[src/rtl/stbuf_pkg.sv]
package stbuf_pkg;

    // Rule used to raise the front-end stall.
    typedef enum logic {
        STALL_EXACT  = 1'b0,   // occupancy + stores in flight > depth
        STALL_SIMPLE = 1'b1    // store in decode and occupancy >= depth - 2
    } stall_mode_e;

endpackage

[src/rtl/stbuf_fifo.sv]
// Circular store buffer with a newest-first associative lookup.
module stbuf_fifo #(
    parameter int DEPTH  = 4,
    parameter int ADDR_W = 6,
    parameter int DATA_W = 32,
    parameter int CNT_W  = $clog2(DEPTH + 1)
) (
    input  logic              clk,
    input  logic              rst_n,
    input  logic              push_i,
    input  logic [ADDR_W-1:0] push_addr_i,
    input  logic [DATA_W-1:0] push_data_i,
    input  logic              pop_i,
    input  logic [ADDR_W-1:0] look_addr_i,
    output logic [ADDR_W-1:0] head_addr_o,
    output logic [DATA_W-1:0] head_data_o,
    output logic [CNT_W-1:0]  count_o,
    output logic              look_hit_o,
    output logic [DATA_W-1:0] look_data_o
);
    localparam int PTR_W = (DEPTH > 1) ? $clog2(DEPTH) : 1;

    typedef struct packed {
        logic [DEPTH-1:0][ADDR_W-1:0] addr;
        logic [DEPTH-1:0][DATA_W-1:0] data;
        logic [PTR_W-1:0]             wr;
        logic [PTR_W-1:0]             rd;
        logic [CNT_W-1:0]             cnt;
    } fifo_state_t;

    fifo_state_t st_d, st_q;
    logic        do_pop, do_push;

    function automatic logic [PTR_W-1:0] bump(input logic [PTR_W-1:0] p);
        return (p == PTR_W'(DEPTH - 1)) ? '0 : p + 1'b1;
    endfunction

    always_comb begin
        st_d    = st_q;
        do_pop  = pop_i && (st_q.cnt != '0);
        do_push = push_i && ((st_q.cnt != CNT_W'(DEPTH)) || do_pop);

        if (do_push) begin
            st_d.addr[st_q.wr] = push_addr_i;
            st_d.data[st_q.wr] = push_data_i;
            st_d.wr            = bump(st_q.wr);
        end
        if (do_pop) begin
            st_d.rd = bump(st_q.rd);
        end
        if (do_push && !do_pop) begin
            st_d.cnt = st_q.cnt + 1'b1;
        end else if (!do_push && do_pop) begin
            st_d.cnt = st_q.cnt - 1'b1;
        end
    end

    always_ff @(posedge clk or negedge rst_n) begin
        if (!rst_n) begin
            st_q <= '0;
        end else begin
            st_q <= st_d;
        end
    end

    // Walk from oldest to newest; a later match overrides an earlier one.
    always_comb begin
        look_hit_o  = 1'b0;
        look_data_o = '0;
        for (int k = 0; k < DEPTH; k++) begin
            int idx;
            idx = int'(st_q.rd) + k;
            if (idx >= DEPTH) begin
                idx = idx - DEPTH;
            end
            if ((k < int'(st_q.cnt)) && (st_q.addr[idx] == look_addr_i)) begin
                look_hit_o  = 1'b1;
                look_data_o = st_q.data[idx];
            end
        end
    end

    assign head_addr_o = st_q.addr[st_q.rd];
    assign head_data_o = st_q.data[st_q.rd];
    assign count_o     = st_q.cnt;

endmodule

[src/rtl/stbuf_array.sv]
// Behavioural single-port data array: one registered read or one write per cycle.
module stbuf_array #(
    parameter int ADDR_W = 6,
    parameter int DATA_W = 32
) (
    input  logic              clk,
    input  logic              rst_n,
    input  logic              we_i,
    input  logic [ADDR_W-1:0] waddr_i,
    input  logic [DATA_W-1:0] wdata_i,
    input  logic              re_i,
    input  logic [ADDR_W-1:0] raddr_i,
    output logic [DATA_W-1:0] rdata_o
);
    localparam int WORDS = 1 << ADDR_W;

    typedef struct packed {
        logic [WORDS-1:0][DATA_W-1:0] mem;
        logic [DATA_W-1:0]            rdata;
    } arr_state_t;

    arr_state_t st_d, st_q;

    always_comb begin
        st_d = st_q;
        if (we_i) begin
            st_d.mem[waddr_i] = wdata_i;
        end
        if (re_i) begin
            st_d.rdata = st_q.mem[raddr_i];
        end
    end

    always_ff @(posedge clk or negedge rst_n) begin
        if (!rst_n) begin
            st_q <= '0;
        end else begin
            st_q <= st_d;
        end
    end

    assign rdata_o = st_q.rdata;

endmodule

[src/rtl/stbuf_stall.sv]
// Front-end stall generator; the parameter selects the rule.
module stbuf_stall
    import stbuf_pkg::*;
#(
    parameter int          DEPTH      = 4,
    parameter stall_mode_e STALL_MODE = STALL_EXACT,
    parameter int          CNT_W      = $clog2(DEPTH + 1),
    parameter int          PIPE_W     = $clog2(DEPTH + 1) + 1
) (
    input  logic [CNT_W-1:0]  occ_i,
    input  logic [PIPE_W-1:0] pipe_i,
    input  logic              dec_i,
    output logic              stall_o
);
    localparam int SUM_W = ((CNT_W > PIPE_W) ? CNT_W : PIPE_W) + 2;

    logic [SUM_W-1:0] total;
    logic             exact_w, simple_w;

    always_comb begin
        total    = SUM_W'(occ_i) + SUM_W'(pipe_i) + SUM_W'(dec_i);
        exact_w  = total > SUM_W'(DEPTH);
        simple_w = dec_i && (int'(occ_i) >= DEPTH - 2);
        stall_o  = (STALL_MODE == STALL_SIMPLE) ? simple_w : exact_w;
    end

endmodule

[src/rtl/stbuf_top.sv]
module stbuf_top
    import stbuf_pkg::*;
#(
    parameter int          DEPTH      = 4,
    parameter int          ADDR_W     = 6,
    parameter int          DATA_W     = 32,
    parameter stall_mode_e STALL_MODE = STALL_EXACT,
    parameter int          PIPE_W     = $clog2(DEPTH + 1) + 1
) (
    input  logic              clk,
    input  logic              rst_n,
    input  logic              st_valid_i,
    input  logic              st_hit_i,
    input  logic [ADDR_W-1:0] st_addr_i,
    input  logic [DATA_W-1:0] st_data_i,
    input  logic              ld_valid_i,
    input  logic [ADDR_W-1:0] ld_addr_i,
    output logic              ld_valid_o,
    output logic [DATA_W-1:0] ld_data_o,
    input  logic              dec_store_i,
    input  logic [PIPE_W-1:0] pipe_stores_i,
    output logic              stall_o
);
    localparam int CNT_W = $clog2(DEPTH + 1);

    typedef struct packed {
        logic              ld_v;
        logic              fwd_hit;
        logic [DATA_W-1:0] fwd_data;
    } top_state_t;

    top_state_t        st_d, st_q;
    logic              enq_w, drain_w;
    logic [CNT_W-1:0]  occ_w;
    logic [ADDR_W-1:0] head_addr;
    logic [DATA_W-1:0] head_data;
    logic              look_hit;
    logic [DATA_W-1:0] look_data;
    logic [DATA_W-1:0] arr_rdata;

    // Hit stores are parked; the array port drains only when no load owns it.
    assign enq_w   = st_valid_i && st_hit_i;
    assign drain_w = !ld_valid_i && (occ_w != '0);

    stbuf_fifo #(
        .DEPTH (DEPTH),
        .ADDR_W(ADDR_W),
        .DATA_W(DATA_W),
        .CNT_W (CNT_W)
    ) u_fifo (
        .clk        (clk),
        .rst_n      (rst_n),
        .push_i     (enq_w),
        .push_addr_i(st_addr_i),
        .push_data_i(st_data_i),
        .pop_i      (drain_w),
        .look_addr_i(ld_addr_i),
        .head_addr_o(head_addr),
        .head_data_o(head_data),
        .count_o    (occ_w),
        .look_hit_o (look_hit),
        .look_data_o(look_data)
    );

    stbuf_array #(
        .ADDR_W(ADDR_W),
        .DATA_W(DATA_W)
    ) u_array (
        .clk    (clk),
        .rst_n  (rst_n),
        .we_i   (drain_w),
        .waddr_i(head_addr),
        .wdata_i(head_data),
        .re_i   (ld_valid_i),
        .raddr_i(ld_addr_i),
        .rdata_o(arr_rdata)
    );

    stbuf_stall #(
        .DEPTH     (DEPTH),
        .STALL_MODE(STALL_MODE),
        .CNT_W     (CNT_W),
        .PIPE_W    (PIPE_W)
    ) u_stall (
        .occ_i  (occ_w),
        .pipe_i (pipe_stores_i),
        .dec_i  (dec_store_i),
        .stall_o(stall_o)
    );

    always_comb begin
        st_d          = st_q;
        st_d.ld_v     = ld_valid_i;
        st_d.fwd_hit  = ld_valid_i && look_hit;
        st_d.fwd_data = look_data;
    end

    always_ff @(posedge clk or negedge rst_n) begin
        if (!rst_n) begin
            st_q <= '0;
        end else begin
            st_q <= st_d;
        end
    end

    assign ld_valid_o = st_q.ld_v;
    assign ld_data_o  = !st_q.ld_v ? '0 : (st_q.fwd_hit ? st_q.fwd_data : arr_rdata);

endmodule

[config.mk]
export PLATFORM = sky130hd
export DESIGN_NAME = stbuf_top
export DESIGN_NICKNAME = d
export VERILOG_FILES = /design/src/rtl/stbuf_pkg.sv /design/src/rtl/stbuf_fifo.sv /design/src/rtl/stbuf_array.sv /design/src/rtl/stbuf_stall.sv /design/src/rtl/stbuf_top.sv
export SDC_FILE = /design/constraint.sdc
export NUM_CORES = 2
export LEC_CHECK = 0
export BUFFER_PORTS_ARGS = -buffer_cell sky130_fd_sc_hd__buf_2
export CORE_ASPECT_RATIO = 1.1
export CORE_MARGIN = 2
export CORE_UTILIZATION = 50
export CTS_CLUSTER_SIZE = 30
export DETAILED_ROUTE_END_ITERATION = 7
export PLACE_DENSITY = 0.77
export SYNTH_ARGS = -nofsm -noshare
export SYNTH_HDL_FRONTEND = slang
export SYNTH_HIERARCHICAL = 1
export SYNTH_SLANG_ARGS = --single-unit
[constraint.sdc]
create_clock -name clk -period 4.45 [get_ports clk]
set_clock_uncertainty 0.2 [all_clocks]
set_input_delay 0 -clock clk [delete_from_list [all_inputs] [get_ports clk]]
set_output_delay 0 -clock clk [all_outputs]
set_load 0.1 [all_outputs]
== Word level (Yosys, flattened, before mapping) ==
Index checks and enable logic that the tools add are counted.

* Output and inout bits: 34
* Bits of input ports: 54
* Logic and storage cells: 194
* Flip-flop bits (word level): 2273

* Reductions and logical operators: 19
* Muxes and demuxes: 57
* $add $sub $neg: 13
* Equal/unequal tests: 7
* Magnitude comparators: 19

{| class="wikitable"
|+ Operators by type and width
! kind !! number
|-
| $bwmux W2048 || 1
|-
| $mux W32 || 22
|-
| $bmux W32 S2 || 5
|-
| $bmux W32 S6 || 1
|-
| $demux W32 S6 || 1
|-
| $bwmux W128 || 1
|-
| $lt A32 B4 Y1 const B || 4
|-
| $ge A32 B4 Y1 const B || 3
|-
| $sub A32 B4 Y32 const B || 3
|-
| $demux W32 S2 || 1
|-
| $bmux W6 S2 || 5
|-
| $mux W6 || 10
|-
| $bwmux W24 || 1
|-
| $eq A6 B6 Y1 || 4
|-
| $lt A6 B7 Y1 const B || 2
|-
| $logic_and A1 B1 Y1 || 13
|-
| $demux W6 S2 || 1
|-
| $add A2 B2 Y3 const B || 2
|-
| $add A6 B1 Y6 || 1
|-
| $ge A6 B1 Y1 const B || 1
|-
| $gt A6 B3 Y1 const B || 1
|-
| $lt A1 B3 Y1 const A || 2
|-
| $lt A2 B3 Y1 const A || 2
|-
| $lt A2 B3 Y1 const B || 2
|-
| other kinds (17) || 26
|}

== Depth between registers and ports, before layout ==
* Depth in word-level cells: 12
* Depth in mapped cells: 12

== By module ==
The synthesis kept the hierarchy.

{| class="wikitable"
|+ Modules (own cells, without submodules)
! module !! cells each !! area an instance (µm²) !! instances !! sequential area each (µm²)
|-
| stbuf_array || 6361 || 94021.4 || 1 || 52049.9
|-
| stbuf_fifo || 797 || 11498.5 || 1 || 3978.8
|-
| stbuf_top || 109 || 1475.2 || 1 || 850.8
|-
| stbuf_stall || 19 || 138.9 || 1 || 0.0
|}

== Worst setup path after synthesis ==
OpenSTA, ideal clock, no wires.

* Kind: flip-flop to output port
* Start point: register u_fifo.st_q (netlist bit u_fifo/count_o[0])
* End point: output stall_o
* Path buffers: 1
* Stages on the path, launching flop included: 8
* Arrival: 3288 ps
* Slack: 962 ps
* Path through: dfrtp_1 -> buf_4 -> fa_1 -> inv_1 -> fa_1 -> a21oi_1 -> o21ai_0 -> a32oi_1

* Cells in the longest elaborated chain, start to end: 3

{| class="wikitable"
|+ Ends and longest elaborated chain
! what !! line !! text
|-
| start: declaration || stbuf_fifo.sv:31 || <nowiki>fifo_state_t st_d, st_q;</nowiki>
|-
| start signal: assignment || stbuf_fifo.sv:62 || <nowiki>st_q <= st_d;</nowiki>
|-
| $add A3 B4 Y5 || stbuf_stall.sv:21 || <nowiki>total = SUM_W'(occ_i) + SUM_W'(pipe_i) + SUM_W'(dec_i);</nowiki>
|-
| $add A6 B1 Y6 || stbuf_stall.sv:21 ||
|-
| $gt A6 B3 Y1 || stbuf_stall.sv:22 || <nowiki>exact_w = total > SUM_W'(DEPTH);</nowiki>
|-
| end: declaration || stbuf_top.sv:22 || <nowiki>output logic stall_o</nowiki>
|}

Every way passes these cells.

==> metrics list <==
* Critical Path Source Type: flop
* Min-delay worst type: in2reg
- Global routing finished with a remaining overflow of 0.
- Summed over all instances, the cell type with the most area after synthesis is sky130_fd_sc_hd__dfrtp_1.
- Remaining antenna violation count after routing: 0
- Critical path data required time: 4.96 ns
- Outcome: complete, no violations
- Xor-xnor portion of the synthesized cell area: 0.00297
- Setup violations remaining at the end of the flow were counted as 0.
- The floorplan step defined a die boundary enclosing 218000 um^2.
- Compared with the post-synthesis result, the final layout area differs by 11.1%.
- The floorplan step set the die width to 445 um.
- The number of max-slew violations in the final report came to 0.
* Category of the most critical setup path: reg2reg
- For the pin with the worst max-slew slack, the measured transition is 1.21 ns.
* Vias after detailed routing: 65300
* Post-DR wirelength/cell: 29.0 um
- From bottom edge to top edge, the die measures 489 um.
- At the placement stage, the worst setup path has a slack of 0.668 ns.
- Crit share post-route: 0.861
* Post-layout min period: 3.83 ns
- 1st-iter DRT viols: 5610
- The congestion estimate from routability-driven global placement came to 0.891.
- In the post-synthesis netlist, the biggest area contributors are sky130_fd_sc_hd__dfrtp_1 (53%), sky130_fd_sc_hd__mux2_2 (23%), sky130_fd_sc_hd__mux4_2 (9.2%).
- Global-route wire length before repair: 443000 um
- The cell count after synthesis came out at 7286.
* Detailed-route vias per instance: 6.41
* Peak supply drop: 0.000891 V
- The tree is rooted in a sky130_fd_sc_hd__clkbuf_16.
- Aggregate routed wire length: 295000 um
- In this run, synthesis inferred 0 flip-flops with an integrated enable.
* Count of cell types in the netlist: 61
- Entering global routing, the biggest net connects 143 pins.
* Crit end category: flop
- Number of warnings printed during yosys synthesis: 6
* Share of final-layout standard cells stronger than drive strength 1: 0.465
* Hold Path Origin: ld_addr_i[0]
* Total half-perimeter wirelength after legalization and detailed placement: 178000 um
* Post-cts resize count: 0
- In the global route stage, overall resource usage came out at 0.271.
- During I/O placement, the number of pins put on the boundary was 88.
* Mapped cell area: 107000 um^2
* Worst hold slack: 0.0869 ns
- Share of synthesized cell area in full adder, half adder and majority cells: 0.00178
- Worst Setup SP: u_fifo/st_q[3]
* Arrival time at the worst endpoint: 4.34 ns
* Number of nets at the end of the flow: 7277
- Timing-limited maximum frequency: 261 MHz
* Standby leakage power: 0.0561 uW
- The portion of synthesized area spent on multiplexers is 0.372.
- Mean post-synth cell area: 14.7 um^2
- In the post-route analysis, the smallest setup slack over all paths is 0.618 ns.
* Slew margin rel.: 0.183
* Simple-gate area share of the yosys netlist: 0.0251
- Along the worst hold path, the cell count comes to 5.
* Cell with the most instances after synthesis: sky130_fd_sc_hd__dfrtp_1
* Antenna violations before repair: 11
- Reported max-cap violation count: 0
* Power density over the cells: 655 nW/um^2
- The hold violation total from the final report was 0.
- Total setup buffers inserted after CTS: 0
- After filler insertion, the fill cell instance count of the layout stands at 16400.
* Initial standard-cell utilization of the core: 0.502
- Area fraction of the dominant cell type after synthesis: 0.531
- The number of cells on the worst reg-to-reg path is 8.
- Most used flip-flop cell after synthesis: sky130_fd_sc_hd__dfrtp_1
- Clock Pin Slew Worst Setup and Hold Paths: 0.06 ns
- CTS tree: done
* Standard-cell rows: 178
- For this run, asynchronously set or reset flops after synthesis account for 1.00.
* PnR Total Power: 77900 uW
- The clock net in this run drives a total of 2273 sinks.
* Port Buf Inserts: 87
- CTS Buffer Depth: 3
- Hold bufs inserted after CTS: 86
- Post-synthesis sequential area ratio: 0.531
- Setup repair after global routing left no endpoint under its margin.
- After synthesis, the largest family of logic cells by area is multiplexers.
- Number of buffers added by the clock tree synthesis step: 216
* Synth top cells by count: sky130_fd_sc_hd__dfrtp_1 (2273), sky130_fd_sc_hd__mux2_2 (2163), sky130_fd_sc_hd__mux2i_1 (519)
- The region available for standard cell placement spans 213000 um^2.
- Area fraction in compound gates after synthesis: 0.0345
- In this run, synthesis produced a sequential element count of 2273.
* CTS H-tree lvls: 4
- The number of global-route vias before repair was 68700.
- Setup TNS after final layout: 0 ns
- Worst R2R Start: u_fifo/st_q[3]
- After detailed routing, the number of remaining DRC violations is 0.
- Source-to-sink clock delay at the later pin of the worst-skew pair: 0.88 ns
* Net count after synthesis: 7354
- At the end of the flow the core is filled with cells to 0.558.
* Number of iterations in the first detailed-routing pass: 6
- Worst-path maximum fanout: 50
## placed cells by master, fill, tap and decap left out, types with 45 or more instances in the layout
cell type                          n
sky130_fd_sc_hd__mux2_2         2163
sky130_fd_sc_hd__nand4_1          45
sky130_fd_sc_hd__dlygate4sd3_1    85
sky130_fd_sc_hd__o22ai_1          96
sky130_fd_sc_hd__buf_12           51
sky130_fd_sc_hd__dfrtp_1        2270
sky130_fd_sc_hd__buf_4           242
sky130_fd_sc_hd__nor3_1           68
sky130_fd_sc_hd__mux2i_1         519
sky130_fd_sc_hd__nor2_1           83
sky130_fd_sc_hd__a22oi_1         160
sky130_fd_sc_hd__clkbuf_8         70
sky130_fd_sc_hd__clkbuf_16       219
sky130_fd_sc_hd__mux4_2          437
sky130_fd_sc_hd__a221oi_1         64
sky130_fd_sc_hd__nand2_1         114
sky130_fd_sc_hd__buf_2            84
sky130_fd_sc_hd__clkbuf_1         57
sky130_fd_sc_hd__o21ai_0         101
## worst max-delay path, stage by stage (launching register included)
cell                       delay, ns
sky130_fd_sc_hd__dfrtp_4        0.68
sky130_fd_sc_hd__buf_4          0.72
sky130_fd_sc_hd__mux4_2         0.61
sky130_fd_sc_hd__xor2_1         0.19
sky130_fd_sc_hd__nor3_2         0.07
sky130_fd_sc_hd__nand2_1        0.09
sky130_fd_sc_hd__and2_1         0.50
sky130_fd_sc_hd__buf_4          0.44
sky130_fd_sc_hd__a211oi_1       0.14
## path summary, 6_finish.rpt
path,endpoint,slack (ns)
max,st_q[7],0.62
max reg2reg,st_q[7],0.62
max in group asynchronous,u_array/st_q[481],2.79
min in group asynchronous,u_array/st_q[2070],0.44
min,u_array/rdata_o[17],0.09
min reg2reg,u_array/st_q[1832],0.29
## through the flow
stage / cell area, um^2 / std cells
2_1_floorplan: 107000 / 7286
3_3_place_gp: 111000 / 9695
3_5_place_dp: 111000 / 9695
4_1_cts: 119000 / 10200
5_1_grt: 119000 / 10200
6_report: 119000 / 10200
## state kept, by name, indices dropped and copies added, names as in the netlist
register,count
ld_valid_o,1
u_fifo/st_q,156
u_fifo/count_o,3
u_array/rdata_o,32
st_q,33
u_array/st_q,2048
## cells by family after synthesis
kind of cell,Yosys count
muxes,3157
buffers and inverters,771
xor gates and xnor gates,29
and+or+nand+nor,513
DFF,2273
adders and majority gates,14
AOI/OAI and AO/OA,529
## per-layer routing
metal	wire length [um]	share of wire	GRT usage
met5	19	0.000064	0
met4	16800	0.057	0.143
met3	21300	0.072	0.0516
met2	141000	0.48	0.435
met1	116000	0.39	0.352
## report_power, final
group	total [uW]	internal [uW]	switching, uW
sequential	31100	27100	4020
clock	18800	10700	8050
combinational	28000	11600	16400
total	77900	49400	28500
## layout make-up
| class | instances | area [um^2] | share of cell area |
|---|---|---|---|
| multi-input combinational | 4242 | 47100 | 0.396 |
| clock inverter | 50 | 639 | 0.00537 |
| inverter | 11 | 41.3 | 0.000347 |
| timing repair buffer | 465 | 4170 | 0.0350 |
| sequential | 2273 | 56900 | 0.478 |
| tap | 2790 | 3490 | 0.0293 |
| clock buffer | 346 | 6660 | 0.0560 |
| antenna | 8 | 20.0 | 0.000168 |
No activity file was read; power rests on OpenSTA's default activity.
